--- config.mk ---
export PLATFORM = sky130hd
export DESIGN_NAME = priv_mode_ctrl
export DESIGN_NICKNAME = d
export VERILOG_FILES = /design/src/rtl/priv_pkg.sv /design/src/rtl/priv_guard.sv /design/src/rtl/priv_mode_reg.sv /design/src/rtl/priv_bus_sel.sv /design/src/rtl/priv_mode_ctrl.sv
export SDC_FILE = /design/constraint.sdc
export NUM_CORES = 1
export LEC_CHECK = 0
export BUFFER_PORTS_ARGS = -buffer_cell sky130_fd_sc_hd__buf_2
export CORE_UTILIZATION = 25
export DETAILED_ROUTE_END_ITERATION = 7
export PLACE_DENSITY = 0.67
export SYNTH_ARGS = -nofsm -noshare
export SYNTH_HDL_FRONTEND = slang
export SYNTH_HIERARCHICAL = 1
export SYNTH_SLANG_ARGS = --single-unit
--- constraint.sdc ---
create_clock -name clk -period 1.91 [get_ports clk]
set_input_delay 0.382 -clock clk [delete_from_list [all_inputs] [get_ports clk]]
set_output_delay 0.382 -clock clk [all_outputs]
set_load 0.01 [all_outputs]
--- src/rtl/priv_pkg.sv ---
package priv_pkg;
   localparam int CLS_W = 3;

   typedef enum logic [CLS_W-1:0] {
      CLS_OTHER = 3'd0,
      CLS_ENTRY = 3'd1,
      CLS_JPU   = 3'd2,
      CLS_RTI   = 3'd3,
      CLS_RTU   = 3'd4,
      CLS_CFG   = 3'd5
   } instr_cls_e;
endpackage

--- src/rtl/priv_guard.sv ---
module priv_guard (
   input  logic                       instr_valid,
   input  logic [priv_pkg::CLS_W-1:0] instr_class,
   input  logic                       user_prefix,
   input  logic                       ret_commit,
   input  logic                       pop_mode,
   input  logic                       mode_q,
   input  logic                       pend_q,
   output logic                       abort_now,
   output logic                       entry_now,
   output logic                       jpu_now,
   output logic                       ret_start,
   output logic                       commit_now
);
   import priv_pkg::*;

   instr_cls_e cls;
   logic       protected_op;
   logic       abort_strobe;
   logic       abort_commit;

   always_comb begin
      cls          = instr_cls_e'(instr_class);
      protected_op = user_prefix || cls == CLS_JPU || cls == CLS_RTU || cls == CLS_CFG;
      abort_strobe = instr_valid && !mode_q && protected_op;
      commit_now   = ret_commit && pend_q;
      abort_commit = commit_now && !mode_q && pop_mode;
      abort_now    = abort_strobe || abort_commit;
      entry_now    = instr_valid && cls == CLS_ENTRY;
      jpu_now      = instr_valid && cls == CLS_JPU;
      ret_start    = instr_valid && (cls == CLS_RTI || cls == CLS_RTU);
   end
endmodule

--- src/rtl/priv_mode_reg.sv ---
module priv_mode_reg (
   input  logic clk,
   input  logic rst_n,
   input  logic abort_now,
   input  logic entry_now,
   input  logic jpu_now,
   input  logic ret_start,
   input  logic commit_now,
   input  logic pop_mode,
   output logic mode_q,
   output logic pend_q,
   output logic prior_q,
   output logic abort_q
);
   logic mode_n;
   logic pend_n;
   logic prior_n;

   always_comb begin
      mode_n  = mode_q;
      pend_n  = pend_q;
      prior_n = prior_q;
      if (commit_now) begin
         mode_n = pop_mode;
         pend_n = 1'b0;
      end
      if (jpu_now) mode_n = 1'b0;
      if (ret_start) pend_n = 1'b1;
      if (entry_now || abort_now) begin
         mode_n  = 1'b1;
         prior_n = mode_q;
         pend_n  = 1'b0;
      end
   end

   always_ff @(posedge clk or negedge rst_n) begin
      if (!rst_n) begin
         mode_q  <= 1'b1;
         pend_q  <= 1'b0;
         prior_q <= 1'b0;
         abort_q <= 1'b0;
      end else begin
         mode_q  <= mode_n;
         pend_q  <= pend_n;
         prior_q <= prior_n;
         abort_q <= abort_now;
      end
   end
endmodule

--- src/rtl/priv_bus_sel.sv ---
module priv_bus_sel #(
   parameter int CTX_W = 4
) (
   input  logic             mode_q,
   input  logic             user_prefix,
   input  logic             data_access,
   input  logic [CTX_W-1:0] sup_ctx,
   input  logic [CTX_W-1:0] usr_ctx,
   output logic             stack_super,
   output logic             ctx_user,
   output logic [CTX_W-1:0] ctx_code
);
   assign stack_super = mode_q;
   assign ctx_user    = !mode_q || (user_prefix && data_access);

   for (genvar b = 0; b < CTX_W; b++) begin : g_ctx
      assign ctx_code[b] = ctx_user ? usr_ctx[b] : sup_ctx[b];
   end
endmodule

--- src/rtl/priv_mode_ctrl.sv ---
module priv_mode_ctrl #(
   parameter int CTX_W    = 4,
   parameter int ST_W     = 8,
   parameter int MODE_BIT = 7
) (
   input  logic                       clk,
   input  logic                       rst_n,
   input  logic                       instr_valid,
   input  logic [priv_pkg::CLS_W-1:0] instr_class,
   input  logic                       user_prefix,
   input  logic                       data_access,
   input  logic                       ret_commit,
   input  logic                       pop_mode,
   input  logic [CTX_W-1:0]           sup_ctx,
   input  logic [CTX_W-1:0]           usr_ctx,
   output logic                       abort_req,
   output logic                       mode_super,
   output logic                       stack_super,
   output logic                       ctx_user,
   output logic [CTX_W-1:0]           ctx_code,
   output logic [ST_W-1:0]            ext_status
);
   if (CTX_W < 1) begin : g_bad_ctx
      $fatal(1, "CTX_W must be at least 1");
   end
   if (MODE_BIT < 0 || MODE_BIT >= ST_W) begin : g_bad_bit
      $fatal(1, "MODE_BIT must lie inside the status byte");
   end

   logic abort_now, entry_now, jpu_now, ret_start, commit_now;
   logic mode_q, pend_q, prior_q, abort_q;

   priv_guard u_guard (
      .instr_valid (instr_valid),
      .instr_class (instr_class),
      .user_prefix (user_prefix),
      .ret_commit  (ret_commit),
      .pop_mode    (pop_mode),
      .mode_q      (mode_q),
      .pend_q      (pend_q),
      .abort_now   (abort_now),
      .entry_now   (entry_now),
      .jpu_now     (jpu_now),
      .ret_start   (ret_start),
      .commit_now  (commit_now)
   );

   priv_mode_reg u_state (
      .clk        (clk),
      .rst_n      (rst_n),
      .abort_now  (abort_now),
      .entry_now  (entry_now),
      .jpu_now    (jpu_now),
      .ret_start  (ret_start),
      .commit_now (commit_now),
      .pop_mode   (pop_mode),
      .mode_q     (mode_q),
      .pend_q     (pend_q),
      .prior_q    (prior_q),
      .abort_q    (abort_q)
   );

   priv_bus_sel #(.CTX_W(CTX_W)) u_sel (
      .mode_q      (mode_q),
      .user_prefix (user_prefix),
      .data_access (data_access),
      .sup_ctx     (sup_ctx),
      .usr_ctx     (usr_ctx),
      .stack_super (stack_super),
      .ctx_user    (ctx_user),
      .ctx_code    (ctx_code)
   );

   assign abort_req  = abort_q;
   assign mode_super = mode_q;

   for (genvar i = 0; i < ST_W; i++) begin : g_ext
      if (i == MODE_BIT) begin : g_mode
         assign ext_status[i] = prior_q;
      end else begin : g_zero
         assign ext_status[i] = 1'b0;
      end
   end
endmodule

==> flow_metrics.tcl, run 1 <==
set metrics [dict create \
    status "finished, final reports clean" \
    drc 0 \
    grt_max_degree 6 \
    wl_per_cell_um 9.40 \
    via_count 338 \
    io_buffers 26 \
    start_util_pct 27.6 \
    track_usage_pct 10.6 \
    gp_congestion 0.719 \
    syn_to_final_growth_pct 39.6 \
    top_layer "met3" \
    ir_drop_mv 0.469 \
    synth_warnings 6 \
    ant_nets 0 \
    cp-start-kind "register" \
    cts-root-buf "clkbuf_4" \
    ys.flop_type "dfrtp_1" \
    synthCells 37 \
    cts_sinks 4 \
    dr.pass1.iters 2 \
    synth_edf_count 0 \
    setup_viol 0 \
    layout-drive-gt1-share_pct 62.1 \
    final_cell_area_um2 520 \
    crit_path_end_kind "output port" \
    coreArea_mm2 0.00135 \
    critPathRequiredTime_ps 1530 \
    cts_buffers 3 \
    yosysMostFrequentCell "buf_4" \
    die_area_mm2 0.00165 \
    postPlaceCellArea_um2 477 \
    dp_hpwl_um 603 \
    crit_arrival_ps 1480 \
    drv_slew 0 \
    dr_wl_met3_um 87 \
    tritoncts "done" \
    num_rows 13 \
    clk_pin_slew_worst_paths_ps 50 \
    syn_area_per_cell_um2 10.1 \
    final_nets 85 \
    via_per_inst 4.17 \
    rsz0062_at_grt "yes" \
    power.leakage_nw 0.274 \
    antenna_cells 0 \
    critical_path_class "reg -> out" \
    antenna_found_initial 0 \
    grt_pass1_wl_um 1120 \
    fin_crit_sh_pct 97.6 \
    fin_ws_ps 45.4 \
    wirelength_um 761 \
    route.met2.wl_um 330 \
    die_w_um 40.6 \
    htreeDepth 1 \
    synth_cell_type_count 21 \
    cts-resized-gates 0 \
    drv_cap 0 \
    syn_area_um2 373 \
    wl_met1_um 343 \
    place_ws_ps 225 \
    overflow 0 \
    path_max_fanout 5 \
    io_pins 34 \
    synthTopCellsByArea "dfrtp_1 20%, buf_4 18%, mux2_2 12%" \
    grt_pass1_vias 283 \
    synth_common_cells "9 x buf_4, 4 x mux2_2, 3 x dfrtp_1" \
    async_reset_ff_share_pct 100 \
    p_per_area_mw_per_mm2 1030 \
    post-route-min-period_ps 1860 \
    fin_worst_skew_ps 8.93 \
    hold_viol_final 0 \
    synth_area_leader_cell "dfrtp_1" \
    seq_area_frac_synth_pct 27.2 \
    cts_buffer_depth 2 \
    synth_top_area_share_pct 20.1 \
    drt_iter0_drc 1 \
    fp.dieH_um 40.6 \
    synth-seq-cells 4 \
    hp-class "in -> reg" \
    max_freq_ghz 0.536 \
    clkLatencyLatePin_ps 240 \
]
[registers in the layout, summed over array words and instances, names as in the netlist]
register	flops
u_state/mode_q	1
u_state/abort_q	1
u_state/pend_q	1
u_state/prior_q	1
[cell type report]
type | instances | area (µm²)
inverters | 1 | 3.75
flip-flops and latches | 4 | 101
well taps | 15 | 18.8
repair buffers | 28 | 148
fillers | 143 | 830
multi-input cells | 29 | 223
clock buffers | 4 | 26.3
[power breakdown]
part | internal (mW) | total, mW | switching, mW
combinational | 0.150 | 0.278 | 0.129
clock | 0.0788 | 0.119 | 0.0406
sequential | 0.125 | 0.139 | 0.0149
total | 0.353 | 0.537 | 0.184
[per-stage QoR]
stage / total power [mW] / cells / utilization, % / setup TNS, ps / hold slack [ps]
3_5_place_dp: 0.403 / 75 / 35.3 / 0 / 192
6_report: 0.537 / 81 / 38.6 / 0 / 458
3_3_place_gp: 0.399 / 75 / 35.3 / 0 / 191
2_1_floorplan: 0.345 / 43 / - / 0 / 86.4
5_1_grt: 0.580 / 81 / 38.6 / -11.2 / 480
4_1_cts: 0.546 / 81 / 38.6 / 0 / 454
[logic make-up (layout without fill, tap and decap cells)]
| group | count (synthesis) | in the layout | synth area share [%] |
|---|---|---|---|
| compound gates | 7 | 7 | 16.4 |
| buf+inv | 10 | 33 | 19.1 |
| flops | 4 | 4 | 27.2 |
| mux | 6 | 6 | 18.8 |
| other cells | 1 | 7 | 1.01 |
| simple gates | 9 | 9 | 17.4 |
[path summary, 6_finish.rpt]
| kind | from | end | slack, ps | depth (start not counted) |
|---|---|---|---|---|
| setup / recovery | u_state/mode_q | ctx_code[2] | 50 | 3 |
| hold / removal | instr_valid | u_state/abort_q | 460 | 3 |
| setup reg to reg | u_state/pend_q | u_state/prior_q | 520 | 5 |
| hold reg to reg | u_state/prior_q | u_state/prior_q | 500 | 1 |
| max in group asynchronous | rst_n | u_state/mode_q | 1220 | 2 |
| min in group asynchronous | rst_n | u_state/abort_q | 480 | 2 |
[critical path: stages (launching register included)]
cell,delay (ps)
dfstp_2,530
a21boi_4,230
mux2_2,350
buf_2,140
[cell usage in the layout (no fill, tap or decap)]
cell	n
mux2i_1	1
buf_2	26
dfstp_2	1
inv_1	1
conb_1	7
o21ai_0	2
a21oi_2	2
and4bb_2	1
and2_1	1
nor2_2	1
mux2_4	1
clkbuf_4	3
dlygate4sd3_1	1
nand2_1	1
and4bb_1	1
nand3b_1	1
a21boi_0	1
o21a_1	1
a21boi_4	1
nor2b_1	2
mux2_2	4
nor2_1	1
clkbuf_1	1
dfrtp_1	3
buf_4	1
[per-layer routing]
layer  track usage, %  vias up
li1                 -      168
met1             12.7      141
met2             17.1       29
met3             1.63        0
met4             7.50        0
met5                0        -
[repair_timing]
action / 4_1_cts / 5_1_grt
buffers inserted: 1 / 0
hold endpoints to repair: 3 / 0
hold buffers: 1 / 0
setup endpoints to repair: 4 / 3
Power figures use the tool's default switching activity.
==> run 2, diff against run 1 <==
REMOVE_ABC_BUFFERS = 1   (was unset)
==> flow_metrics.tcl, run 2 (same netlist as run 1, synthesis figures left out) <==
set metrics [dict create \
    status "finished, final reports clean" \
    critical_path_class "reg -> out" \
    overflow 0 \
    crit_path_end_kind "output port" \
    numPlacedInstances 75 \
    final_cell_mix "26 x buf_2, 7 x conb_1, 4 x mux2_2, 3 x clkbuf_4, 3 x dfrtp_1" \
    cts_buffer_depth 2 \
    dr.pass1.iters 2 \
    drv_slew 0 \
    p_per_area_mw_per_mm2 1030 \
    track_usage_pct 10.9 \
    power.leakage_nw 0.279 \
    clkLatencyLatePin_ps 240 \
    gp_congestion 0.675 \
    layout-drive-gt1-share_pct 62.7 \
    total_power_uw 542 \
    post-route-min-period_ps 1870 \
    fp.dieH_um 40.6 \
    fin_worst_skew_ps 0.239 \
    antenna_cells 0 \
    drc 0 \
    wl_per_cell_um 9.29 \
    finalNonFillerCells 82 \
    mostFrequentLayoutCell "buf_2" \
    dp_hpwl_um 647 \
    cts_buffers 3 \
    hold_viol_final 0 \
    setup_viol 0 \
    via_count 353 \
    htreeDepth 1 \
    max_freq_ghz 0.534 \
    grt_pass1_wl_um 1100 \
    final_nets 86 \
    wirelength_um 762 \
    die_area_mm2 0.00165 \
    drt_iter0_drc 3 \
    die_w_um 40.6 \
    start_util_pct 27.6 \
    ir_drop_mv 0.347 \
    rsz0062_at_grt "yes" \
    grt_pass1_vias 308 \
    critPathRequiredTime_ps 1530 \
    num_rows 13 \
    rrSetupSlack_ps 530 \
    antenna_found_initial 0 \
    crit_arrival_ps 1490 \
    coreArea_mm2 0.00135 \
    fin_crit_sh_pct 98.1 \
    ant_nets 0 \
    cp-start-kind "register" \
    syn_to_final_growth_pct 41.6 \
    grt_max_degree 6 \
    cts-root-buf "clkbuf_4" \
    io_buffers 26 \
    hp-class "in -> reg" \
    path_max_fanout 5 \
    via_per_inst 4.30 \
    tritoncts "done" \
    cts_sinks 4 \
    drv_cap 0 \
    io_pins 34 \
    clk_pin_slew_worst_paths_ps 40 \
]
==> run 2: cell types whose count changed in the layout (fill, tap and decap cells not counted) <==
cell	delta
buf_4	+1
==> run 2: critical path, cell delays in order (launching register included) <==
cell and delay [ps]:
dfstp_2 530, a21boi_4 230, mux2_2 360, buf_2 140
==> run 2: repair_timing <==
| item | 4_1_cts | 5_1_grt |
|---|---|---|
| buffers inserted | 1 | 1 |
| resized for setup | 0 | 0 |
| endpoints found under the setup margin | 4 | 4 |
| endpoints found under the hold margin | 3 | 0 |
| hold buffers | 1 | 0 |
==> run 2: area by class of cell <==
type,count,area (µm²)
Clock buffer,4,26.3
Tap cell,15,18.8
Multi-Input combinational cell,29,223
Timing Repair Buffer,29,155
Sequential cell,4,101
Fill cell,146,822
Inverter,1,3.75
==> run 2: layer usage <==
layer	global-route usage (%)	vias to the layer above	part of all wire [%]
li1	-	171	-
met1	10.9	149	41
met2	17.9	31	45
met3	3.26	2	12
met4	10.0	0	2.4
met5	0	-	0
==> run 2: path summary, 6_finish.rpt <==
kind,endpoint,start,cells past startpoint
max,ctx_code[1],u_state/mode_q,3
min,u_state/mode_q,pop_mode,3
max reg2reg,u_state/prior_q,u_state/pend_q,5
min reg2reg,u_state/prior_q,u_state/prior_q,1
max in group asynchronous,u_state/mode_q,rst_n,2
min in group asynchronous,u_state/abort_q,rst_n,2
==> run 2: power breakdown <==
| part | switching, mW | leakage, nW | internal (mW) |
|---|---|---|---|
| clock network | 0.0390 | 0.0150 | 0.0787 |
| registers | 0.0153 | 0.0476 | 0.125 |
| logic | 0.126 | 0.216 | 0.158 |
| total | 0.181 | 0.279 | 0.362 |
==> run 2: stage by stage <==
step                      setup TNS, ps  hold WS (ps)  cell area [µm²]  setup WS (ps)  util [%]
after floorplan                       0          86.4              328            304         -
after global placement                0           190              477            243      35.3
after detailed placement              0           190              477            227      35.3
after CTS                             0           457              520           25.8      38.6
after global routing              -10.5           479              528          -10.5      39.1
final                                 0           462              528           36.1      39.1
==> run 3, diff against run 2 <==
BUFFER_PORTS_ARGS = unset   (was -buffer_cell sky130_fd_sc_hd__buf_2)
DONT_BUFFER_PORTS = 1   (was unset)
PLACE_DENSITY = 0.47   (was 0.67)
clock period = 2.02 ns   (was 1.91 ns; I/O delays follow)
==> flow_metrics.tcl, run 3 (same netlist as run 1, synthesis figures left out) <==
set metrics [dict create \
    fillCellCount 144 \
    layout-drive-gt1-share_pct 37.5 \
    hp-class "in -> async" \
    finalNonFillerCells 55 \
    post-route-min-period_ps 1790 \
    grt_pass1_wl_um 938 \
    rsz0062_at_grt "no" \
    cts_buffers 3 \
    cts-resized-gates 0 \
    final_nets 59 \
    numPlacedInstances 50 \
    die_area_mm2 0.00165 \
    drt_iter0_drc 2 \
    path_max_fanout 5 \
    track_usage_pct 9.49 \
    wl_per_cell_um 12.8 \
    clkLatencyLatePin_ps 240 \
    seq_area_um2 101 \
    critical_path_class "reg -> out" \
    p_per_area_mw_per_mm2 1120 \
    ant_nets 0 \
    switching_share_pct 34.9 \
    clk_pin_slew_worst_paths_ps 40 \
    fin_worst_skew_ps 5.59 \
    via_per_inst 4.65 \
    power.leakage_nw 0.172 \
    die_w_um 40.6 \
    cts-root-buf "clkbuf_4" \
    cts_buffer_depth 2 \
    grt_max_degree 6 \
    p_seq_share_pct 33.0 \
    cp-start-kind "register" \
    mostFrequentLayoutCell "conb_1" \
    setup_tns_ps 0 \
    final_cell_mix "7 x conb_1, 4 x mux2_2, 3 x clkbuf_4, 3 x dfrtp_1" \
    slowest_stage "dfstp_2" \
    antenna_cells 0 \
    io_pins 34 \
    setup_viol 0 \
    max_freq_ghz 0.558 \
    hold_viol_final 0 \
    reg2regPathDepth 5 \
    wirelength_um 704 \
    power_switching_uw 153 \
    cts_sinks 4 \
    path_cells "a21boi_4, mux2_2" \
    fp.dieH_um 40.6 \
    syn_to_final_growth_pct 4.70 \
    num_rows 13 \
    via_count 256 \
    io_buffers 0 \
    drc 0 \
    fin_crit_sh_pct 88.7 \
    tritoncts "done" \
    grt_pass1_vias 243 \
    final_cell_area_um2 390 \
    p_int_uw 286 \
    multi_input_area_um2 223 \
    antenna_found_initial 0 \
    critPathRequiredTime_ps 1620 \
    post-cts-setup-buffers 0 \
    p_comb_share_pct 42.5 \
    power_frac_clock_pct 24.5 \
    crit_path_end_kind "output port" \
    htreeDepth 1 \
    total_power_uw 439 \
    overflow 0 \
    dr.pass1.iters 2 \
    drv_cap 0 \
    status "finished, final reports clean" \
    postPlaceCellArea_um2 354 \
    cpPeakStageDelay_ps 540 \
    drv_slew 0 \
    ir_drop_mv 0.259 \
    coreArea_mm2 0.00135 \
    gp_congestion 0.763 \
    dp_hpwl_um 587 \
    start_util_pct 27.6 \
    crit_arrival_ps 1390 \
]
==> run 3: changes by cell type in the layout (fill, tap and decap cells not counted) <==
cell   before  now
buf_4       2    1
buf_2      26    0
==> run 3: metrics by stage <==
stage | worst slack (ps) | hold slack, ps | util (%)
floorplan | 392 | 108 | -
global placement | 502 | 109 | 26.2
detailed placement | 477 | 108 | 26.2
CTS | 214 | 2.27 | 28.9
global route | 192 | 1.65 | 28.9
finish | 229 | 16.6 | 28.9
==> run 3: layer usage <==
| metal | up-vias | wire length [µm] | share of wire, % | track usage [%] |
|---|---|---|---|---|
| li1 | 119 | - | - | - |
| met4 | 0 | 0 | 0 | 7.50 |
| met5 | - | 0 | 0 | 0 |
| met2 | 32 | 295 | 42 | 13.9 |
| met1 | 105 | 306 | 43 | 9.84 |
| met3 | 0 | 102 | 14 | 5.43 |
==> run 3: path summary, 6_finish.rpt <==
path / startpoint / endpoint / slack [ps]
max in group asynchronous: rst_n / u_state/pend_q / 1440
worst max register to register: u_state/pend_q / u_state/prior_q / 630
worst min-delay path: rst_n / u_state/mode_q / 20
min in group clk: instr_valid / u_state/abort_q / 390
worst min register to register: u_state/prior_q / u_state/prior_q / 590
worst max-delay path: u_state/mode_q / ctx_code[1] / 230
==> run 3: cell type report <==
type | instances | share of cell area (%)
clock buffer | 4 | 6.73
inverter | 1 | 0.962
multi-input combinational | 29 | 57.1
sequential | 4 | 26.0
tap | 15 | 4.81
timing repair buffer | 2 | 4.49
==> run 3: power by group through the flow <==
stage | combinational [mW] | clock, mW | sequential [mW]
after floorplan | 0.135 | 0 | 0.157
after global placement | 0.182 | 0 | 0.141
after detailed placement | 0.185 | 0 | 0.145
after CTS | 0.188 | 0.116 | 0.145
after global routing | 0.203 | 0.117 | 0.150
final | 0.186 | 0.108 | 0.145
==> run 3: worst max-delay path, delay by kind of cell (launching register included) <==
family         cells  cell delay, ps
flip-flops         1             540
multiplexers       1             390
AO/OA/AOI/OAI      1             230
==> run 3: what timing repair did <==
action / in CTS / in global routing
hold buffers: 1 / 0
endpoints found under the hold margin: 3 / 0
endpoints found under the setup margin: 0 / 0
